===== src/rtl/strobe_fifo_pkg.sv =====
package strobe_fifo_pkg;
    typedef enum logic [1:0] {
        ST_EMPTY = 2'd0,
        ST_HOLD  = 2'd1,
        ST_FULL  = 2'd2
    } occ_state_e;
endpackage


===== src/rtl/strobe_sync.sv =====
module strobe_sync #(
    parameter int STAGES = 2
) (
    input  logic clk,
    input  logic rst_n,
    input  logic pin,
    output logic level
);
    logic [STAGES-1:0] sh;

    // Idle level of every strobe is high.
    always_ff @(posedge clk or negedge rst_n) begin
        if (!rst_n) sh <= '1;
        else        sh <= {sh[STAGES-2:0], pin};
    end

    assign level = sh[STAGES-1];
endmodule


===== src/rtl/fifo_ram.sv =====
module fifo_ram #(
    parameter int WIDTH = 9,
    parameter int DEPTH = 256,
    localparam int AW = $clog2(DEPTH)
) (
    input  logic             clk,
    input  logic             we,
    input  logic [AW-1:0]    waddr,
    input  logic [WIDTH-1:0] wdata,
    input  logic [AW-1:0]    raddr,
    output logic [WIDTH-1:0] rdata
);
    logic [WIDTH-1:0] mem [DEPTH];

    always_ff @(posedge clk) begin
        if (we) mem[waddr] <= wdata;
    end

    assign rdata = mem[raddr];
endmodule


===== src/rtl/fifo_ctrl.sv =====
module fifo_ctrl
    import strobe_fifo_pkg::*;
#(
    parameter int DEPTH = 256,
    localparam int AW = $clog2(DEPTH),
    localparam int CW = AW + 1
) (
    input  logic          clk,
    input  logic          rst_n,
    input  logic          wr_lvl,
    input  logic          rd_lvl,
    input  logic          rt_lvl,
    output logic          we,
    output logic [AW-1:0] waddr,
    output logic [AW-1:0] raddr,
    output logic          empty_n,
    output logic          full_n,
    output logic          half_n,
    output logic          dout_vld
);
    localparam logic [CW-1:0] FULL_CNT = CW'(DEPTH);
    localparam logic [CW-1:0] HALF_CNT = CW'(DEPTH / 2);

    occ_state_e    st, st_n;
    logic [AW-1:0] wp, rp, wp_n, rp_n;
    logic [CW-1:0] cnt, cnt_n;
    logic          wr_prev, rd_prev;
    logic          wr_rise, rd_rise, rt_act;
    logic          do_wr, do_rd;

    assign wr_rise = wr_lvl & ~wr_prev;
    assign rd_rise = rd_lvl & ~rd_prev;
    assign rt_act  = ~rt_lvl;

    // Next-state and pointer arithmetic
    always_comb begin
        do_wr = wr_rise && (st != ST_FULL);
        do_rd = rd_rise && (st != ST_EMPTY) && !rt_act;
        wp_n  = do_wr ? wp + 1'b1 : wp;
        rp_n  = rt_act ? '0 : (do_rd ? rp + 1'b1 : rp);
        unique case ({do_wr, do_rd})
            2'b10:   cnt_n = cnt + 1'b1;
            2'b01:   cnt_n = cnt - 1'b1;
            default: cnt_n = cnt;
        endcase
        if (rt_act && (cnt_n != FULL_CNT)) cnt_n = {1'b0, wp_n};

        unique case (st)
            ST_EMPTY: st_n = (cnt_n != '0) ? ST_HOLD : ST_EMPTY;
            ST_HOLD: begin
                if (cnt_n == '0)           st_n = ST_EMPTY;
                else if (cnt_n == FULL_CNT) st_n = ST_FULL;
                else                        st_n = ST_HOLD;
            end
            ST_FULL:  st_n = (cnt_n != FULL_CNT) ? ST_HOLD : ST_FULL;
            default:  st_n = ST_EMPTY;
        endcase
    end

    // State register
    always_ff @(posedge clk or negedge rst_n) begin
        if (!rst_n) begin
            st      <= ST_EMPTY;
            cnt     <= '0;
            wp      <= '0;
            rp      <= '0;
            wr_prev <= 1'b1;
            rd_prev <= 1'b1;
        end else begin
            st      <= st_n;
            cnt     <= cnt_n;
            wp      <= wp_n;
            rp      <= rp_n;
            wr_prev <= wr_lvl;
            rd_prev <= rd_lvl;
        end
    end

    // Outputs
    always_comb begin
        we       = do_wr;
        waddr    = wp;
        raddr    = rp;
        empty_n  = (st != ST_EMPTY);
        full_n   = (st != ST_FULL);
        half_n   = !(cnt > HALF_CNT);
        dout_vld = !rd_lvl && (st != ST_EMPTY);
    end
endmodule


===== src/rtl/strobe_fifo.sv =====
module strobe_fifo #(
    parameter int DEPTH       = 256,
    parameter int WIDTH       = 9,
    parameter int SYNC_STAGES = 2
) (
    input  logic             clk,
    input  logic             rst_n,
    input  logic             wr_n,
    input  logic [WIDTH-1:0] din,
    input  logic             rd_n,
    input  logic             rt_n,
    output logic [WIDTH-1:0] dout,
    output logic             dout_vld,
    output logic             empty_n,
    output logic             full_n,
    output logic             half_n
);
    localparam int AW   = $clog2(DEPTH);
    localparam int NSTB = 3;

    logic [NSTB-1:0] pins, lvls;
    logic            we;
    logic [AW-1:0]   waddr, raddr;

    assign pins = {rt_n, rd_n, wr_n};

    for (genvar g = 0; g < NSTB; g++) begin : g_sync
        strobe_sync #(.STAGES(SYNC_STAGES)) u_sync (
            .clk   (clk),
            .rst_n (rst_n),
            .pin   (pins[g]),
            .level (lvls[g])
        );
    end

    fifo_ctrl #(.DEPTH(DEPTH)) u_ctrl (
        .clk      (clk),
        .rst_n    (rst_n),
        .wr_lvl   (lvls[0]),
        .rd_lvl   (lvls[1]),
        .rt_lvl   (lvls[2]),
        .we       (we),
        .waddr    (waddr),
        .raddr    (raddr),
        .empty_n  (empty_n),
        .full_n   (full_n),
        .half_n   (half_n),
        .dout_vld (dout_vld)
    );

    fifo_ram #(.WIDTH(WIDTH), .DEPTH(DEPTH)) u_ram (
        .clk   (clk),
        .we    (we),
        .waddr (waddr),
        .wdata (din),
        .raddr (raddr),
        .rdata (dout)
    );
endmodule


===== config.mk =====
export PLATFORM = sky130hd
export DESIGN_NAME = strobe_fifo
export DESIGN_NICKNAME = d
export VERILOG_FILES = /design/src/rtl/strobe_fifo_pkg.sv /design/src/rtl/strobe_sync.sv /design/src/rtl/fifo_ram.sv /design/src/rtl/fifo_ctrl.sv /design/src/rtl/strobe_fifo.sv
export SDC_FILE = /design/constraint.sdc
export NUM_CORES = 2
export LEC_CHECK = 0
export BUFFER_PORTS_ARGS = -buffer_cell sky130_fd_sc_hd__buf_4
export CAP_MARGIN = 20
export CORE_ASPECT_RATIO = 1.4
export CORE_UTILIZATION = 50
export DETAILED_ROUTE_END_ITERATION = 8
export PLACE_DENSITY = 0.65
export SYNTH_ARGS = -nofsm -noshare
export SYNTH_HDL_FRONTEND = slang
export SYNTH_HIERARCHICAL = 1
export SYNTH_SLANG_ARGS = --single-unit

===== constraint.sdc =====
create_clock -name clk -period 5.6 [get_ports clk]
set_clock_uncertainty 0.15 [all_clocks]
set_input_delay 0 -clock clk [delete_from_list [all_inputs] [get_ports clk]]
set_output_delay 0 -clock clk [all_outputs]
set_load 0.1 [all_outputs]

==> reports/metrics.cfg <==
[run_status]
status = completed

[global_route]
grt_util_all_layers_pct = 25.08
grt_first_pass_wirelength_um = 329400
use_met1_pct = 32.24
grt_pass1_vias = 45820
grt_busiest_layer = met2
use_met3_pct = 3.921
use_met2_pct = 42.26
overflow = 0
grt_max_degree = 199
grt_antenna_before_repair = 2

[clock_tree]
clk_latency_ns = 0.85
numCtsBuffers = 204
clockRootBuffer = clkbuf_16
max-clock-path-buffers = 3
cts_tree = yes
numClockSinks = 2339
htreeDepth = 4
clk_pin_slew_ns = 0.06

[critical_path]
cp.required_ns = 5.45
ff2ff_path_depth = 14
path_class = reg2out
crit_path_max_incr_delay_ns = 0.91
r2r_end = u_ctrl/st[0]
cpMostUsedCell = buf_4
critPathCaptureType = output pin
start_kind = flip-flop
regToRegSetupSlack_ns = 1.20
cp_cell_sequence = buf_4, nor2b_4, buf_4, a22oi_1, a21oi_1, nor4_1, buf_4, nor4_2, buf_4
cp_data_arrival_time_ns = 5.36
path_max_fanout = 35
critPathSlowestCell = nor4_2
r2r-start = u_ctrl/st[1]

[yosys]
synth-edff-count = 2304
synth.cell_area_um2 = 91300
synth.top_cell.area_share_pct = 75.78
ys_warn_count = 6
ys_ff_latch = 2339
ys_types = 81
ys_seq_area_share_pct = 76.75
synth-main-ff-cell = edfxtp_1
yosysTopAreaCell = edfxtp_1
synth_cells = 4463
async_flop_share_pct = 1.496
synth.avg_cell_area_um2 = 20.46
synth_nets = 4482
yosys-top-cells-area = edfxtp_1 76%, mux4_2 12%, mux2i_1 2.0%, a22oi_1 1.4%, nor2_1 1.4%

[routing]
firstDrtPassIters = 5
drc_errors = 0
wl_per_cell_um = 31.85
drt_iter0_drc = 5499
wirelength_um = 229400
antenna_left = 0
vias_per_cell = 6.323
num_vias = 45540

[timing]
finalCritPeriodShare_pct = 98.33
tightest_slew_ns = 1.202
rsz0062_at_grt = no
fin_crit_ns = 5.507
hold_ws_ns = 0.04873
hold_viol = 0
slew_viol_final = 0
fin_tns_setup_ns = 0
max_slew_margin_pct = 19.38
clock.fmax_mhz = 181.6
setup_viol = 0

[cells_and_area]
final_nets = 4613
post-route-util_pct = 55.85
synthToLayoutAreaGrowth_pct = 11.02
fin_area_um2 = 101400
drive_gt1_share_pct = 21.24

[min_path]
hold_end = u_ram/mem[172][1]
hold_path_class = in2reg
min_from = din[1]
holdPathStages = 2

[floorplan]
start_util_pct = 50.31
std_cell_rows = 185
fp.dieArea_um2 = 184300
chipHeight_um = 507.6
ios = 27
fp.dieW_um = 363.1
core_area_um2 = 181500

[placement]
io_buffers = 26
gp_congestion = 0.8699
hpwl_um = 140800
dpl_cell_area_um2 = 94480

[pwr]
p_leak_nw = 30.44
peakVddDrop_mv = 0.3392
power_density_nw_per_um2 = 363.8

[flow_run]
maxCapViolations = 0

## registers in the layout, summed over array words and instances (netlist names)
| signal | cells |
|---|---|
| u_ram/mem | 2304 |
| u_ctrl/cnt | 9 |
| u_ctrl/wr_prev | 1 |
| u_ctrl/st | 2 |
| u_ctrl/raddr | 8 |
| u_ctrl/rd_prev | 1 |
| g_sync.u_sync/sh | 6 |
| u_ctrl/waddr | 8 |
## repair_timing
item                                    CTS  global route
hold buffers                             18             0
buffers inserted                          1             0
setup endpoints to repair                 2             0
resized for setup                         1             0
endpoints found under the hold margin  1175             0
## cells in the final DEF (no fill, tap or decap), types with 19 or more instances in the layout
cell and count:
clkinv_2 48, o21ai_0 35, edfxtp_1 2304, a21oi_1 110, bufinv_16 19, nor4_1 25
o221ai_1 35, o22ai_1 65, mux2i_1 184, clkbuf_1 43, buf_12 26, a22oi_1 174
nor2b_1 26, nor2_1 335, clkinv_1 45, clkbuf_16 205, nand2_1 50, a211oi_1 28
dfrtp_1 22, nor3_1 23, mux4_2 467, nand3_1 40, mux2_2 22, buf_4 142
## worst max-delay path: cells and delay by family (launching register included)
kind,cells,cell delay (ns)
AO/OA/AOI/OAI,2,0.65
AND/OR/NAND/NOR,3,1.63
buffers and inverters,4,1.65
flip-flops,1,0.54
## stage by stage
step	worst slack [ns]	total power, W	std cells
after floorplan	0.7747	0.02205	4463
after global placement	0.3633	0.02319	6788
after detailed placement	0.5120	0.02324	6796
after CTS	0.1260	0.03709	7197
after global routing	0.06925	0.03784	7202
final	0.09329	0.03687	7202
## cell usage after synthesis (all sizes together) (5+ instances only)
cell	number
edfxtp	2304
mux4	476
nor2	337
mux2i	184
a22oi	174
buf	148
clkbuf	126
a21oi	110
o22ai	65
nand2	50
nand3	43
o21ai	40
o221ai	36
nor2b	30
a211oi	28
nor4	28
dfrtp	27
nor3	24
mux2	22
nand4	17
xor2	17
nand2b	15
a221oi	13
a31oi	12
inv	10
xnor2	10
and3	9
a22o	8
dfstp	8
o31a	8
nor3b	7
and2	6
or2	6
ha	5
o32ai	5
## final cells by class
cell class	instances	area [um2]
Fill cell	13620	80120
Sequential cell	2339	70090
Multi-Input combinational cell	1838	19640
Clock buffer	248	5291
Tap cell	2431	3042
Timing Repair Buffer	199	1927
Clock inverter	134	1323
Inverter	12	45.04
Antenna cell	1	2.502
## power breakdown
group / switching, W / leakage (nW) / total (W) / internal, W
clock: 0.00633 / 3.24 / 0.0140 / 0.00767
sequential: 0.000171 / 21.1 / 0.0195 / 0.0193
combinational: 0.00206 / 6.07 / 0.00337 / 0.00131
## kinds of logic (layout without fill, tap and decap cells)
family / Yosys count / after routing / share of synthesized area, %
buffers and inverters: 286 / 593 / 1.839
flip-flops: 2339 / 2339 / 76.75
multiplexers: 682 / 682 / 14.07
XOR/XNOR: 27 / 27 / 0.2590
AND/OR/NAND/NOR: 593 / 593 / 2.995
AO/OA/AOI/OAI: 531 / 531 / 4.018
adder cells (fa/ha/maj): 5 / 5 / 0.06852
other: 0 / 1 / 0
## worst max-delay path by stage
stage	from	to	slack [ns]
2_1_floorplan	u_ctrl/raddr[0]	dout[6]	0.77
3_3_place_gp	u_ctrl/raddr[0]	dout[6]	0.36
3_5_place_dp	u_ctrl/raddr[0]	dout[7]	0.51
4_1_cts	u_ctrl/raddr[0]	dout[7]	0.13
5_1_grt	u_ctrl/raddr[0]	dout[7]	0.07
6_report	u_ctrl/raddr[2]	dout[8]	0.09
## layer usage
| metal | routed length (um) | share of wire (%) |
|---|---|---|
| met5 | 0 | 0 |
| met3 | 16170 | 7.0 |
| met4 | 11210 | 4.9 |
| met1 | 85050 | 37 |
| met2 | 117000 | 51 |
(Power assumes the default switching activity.)
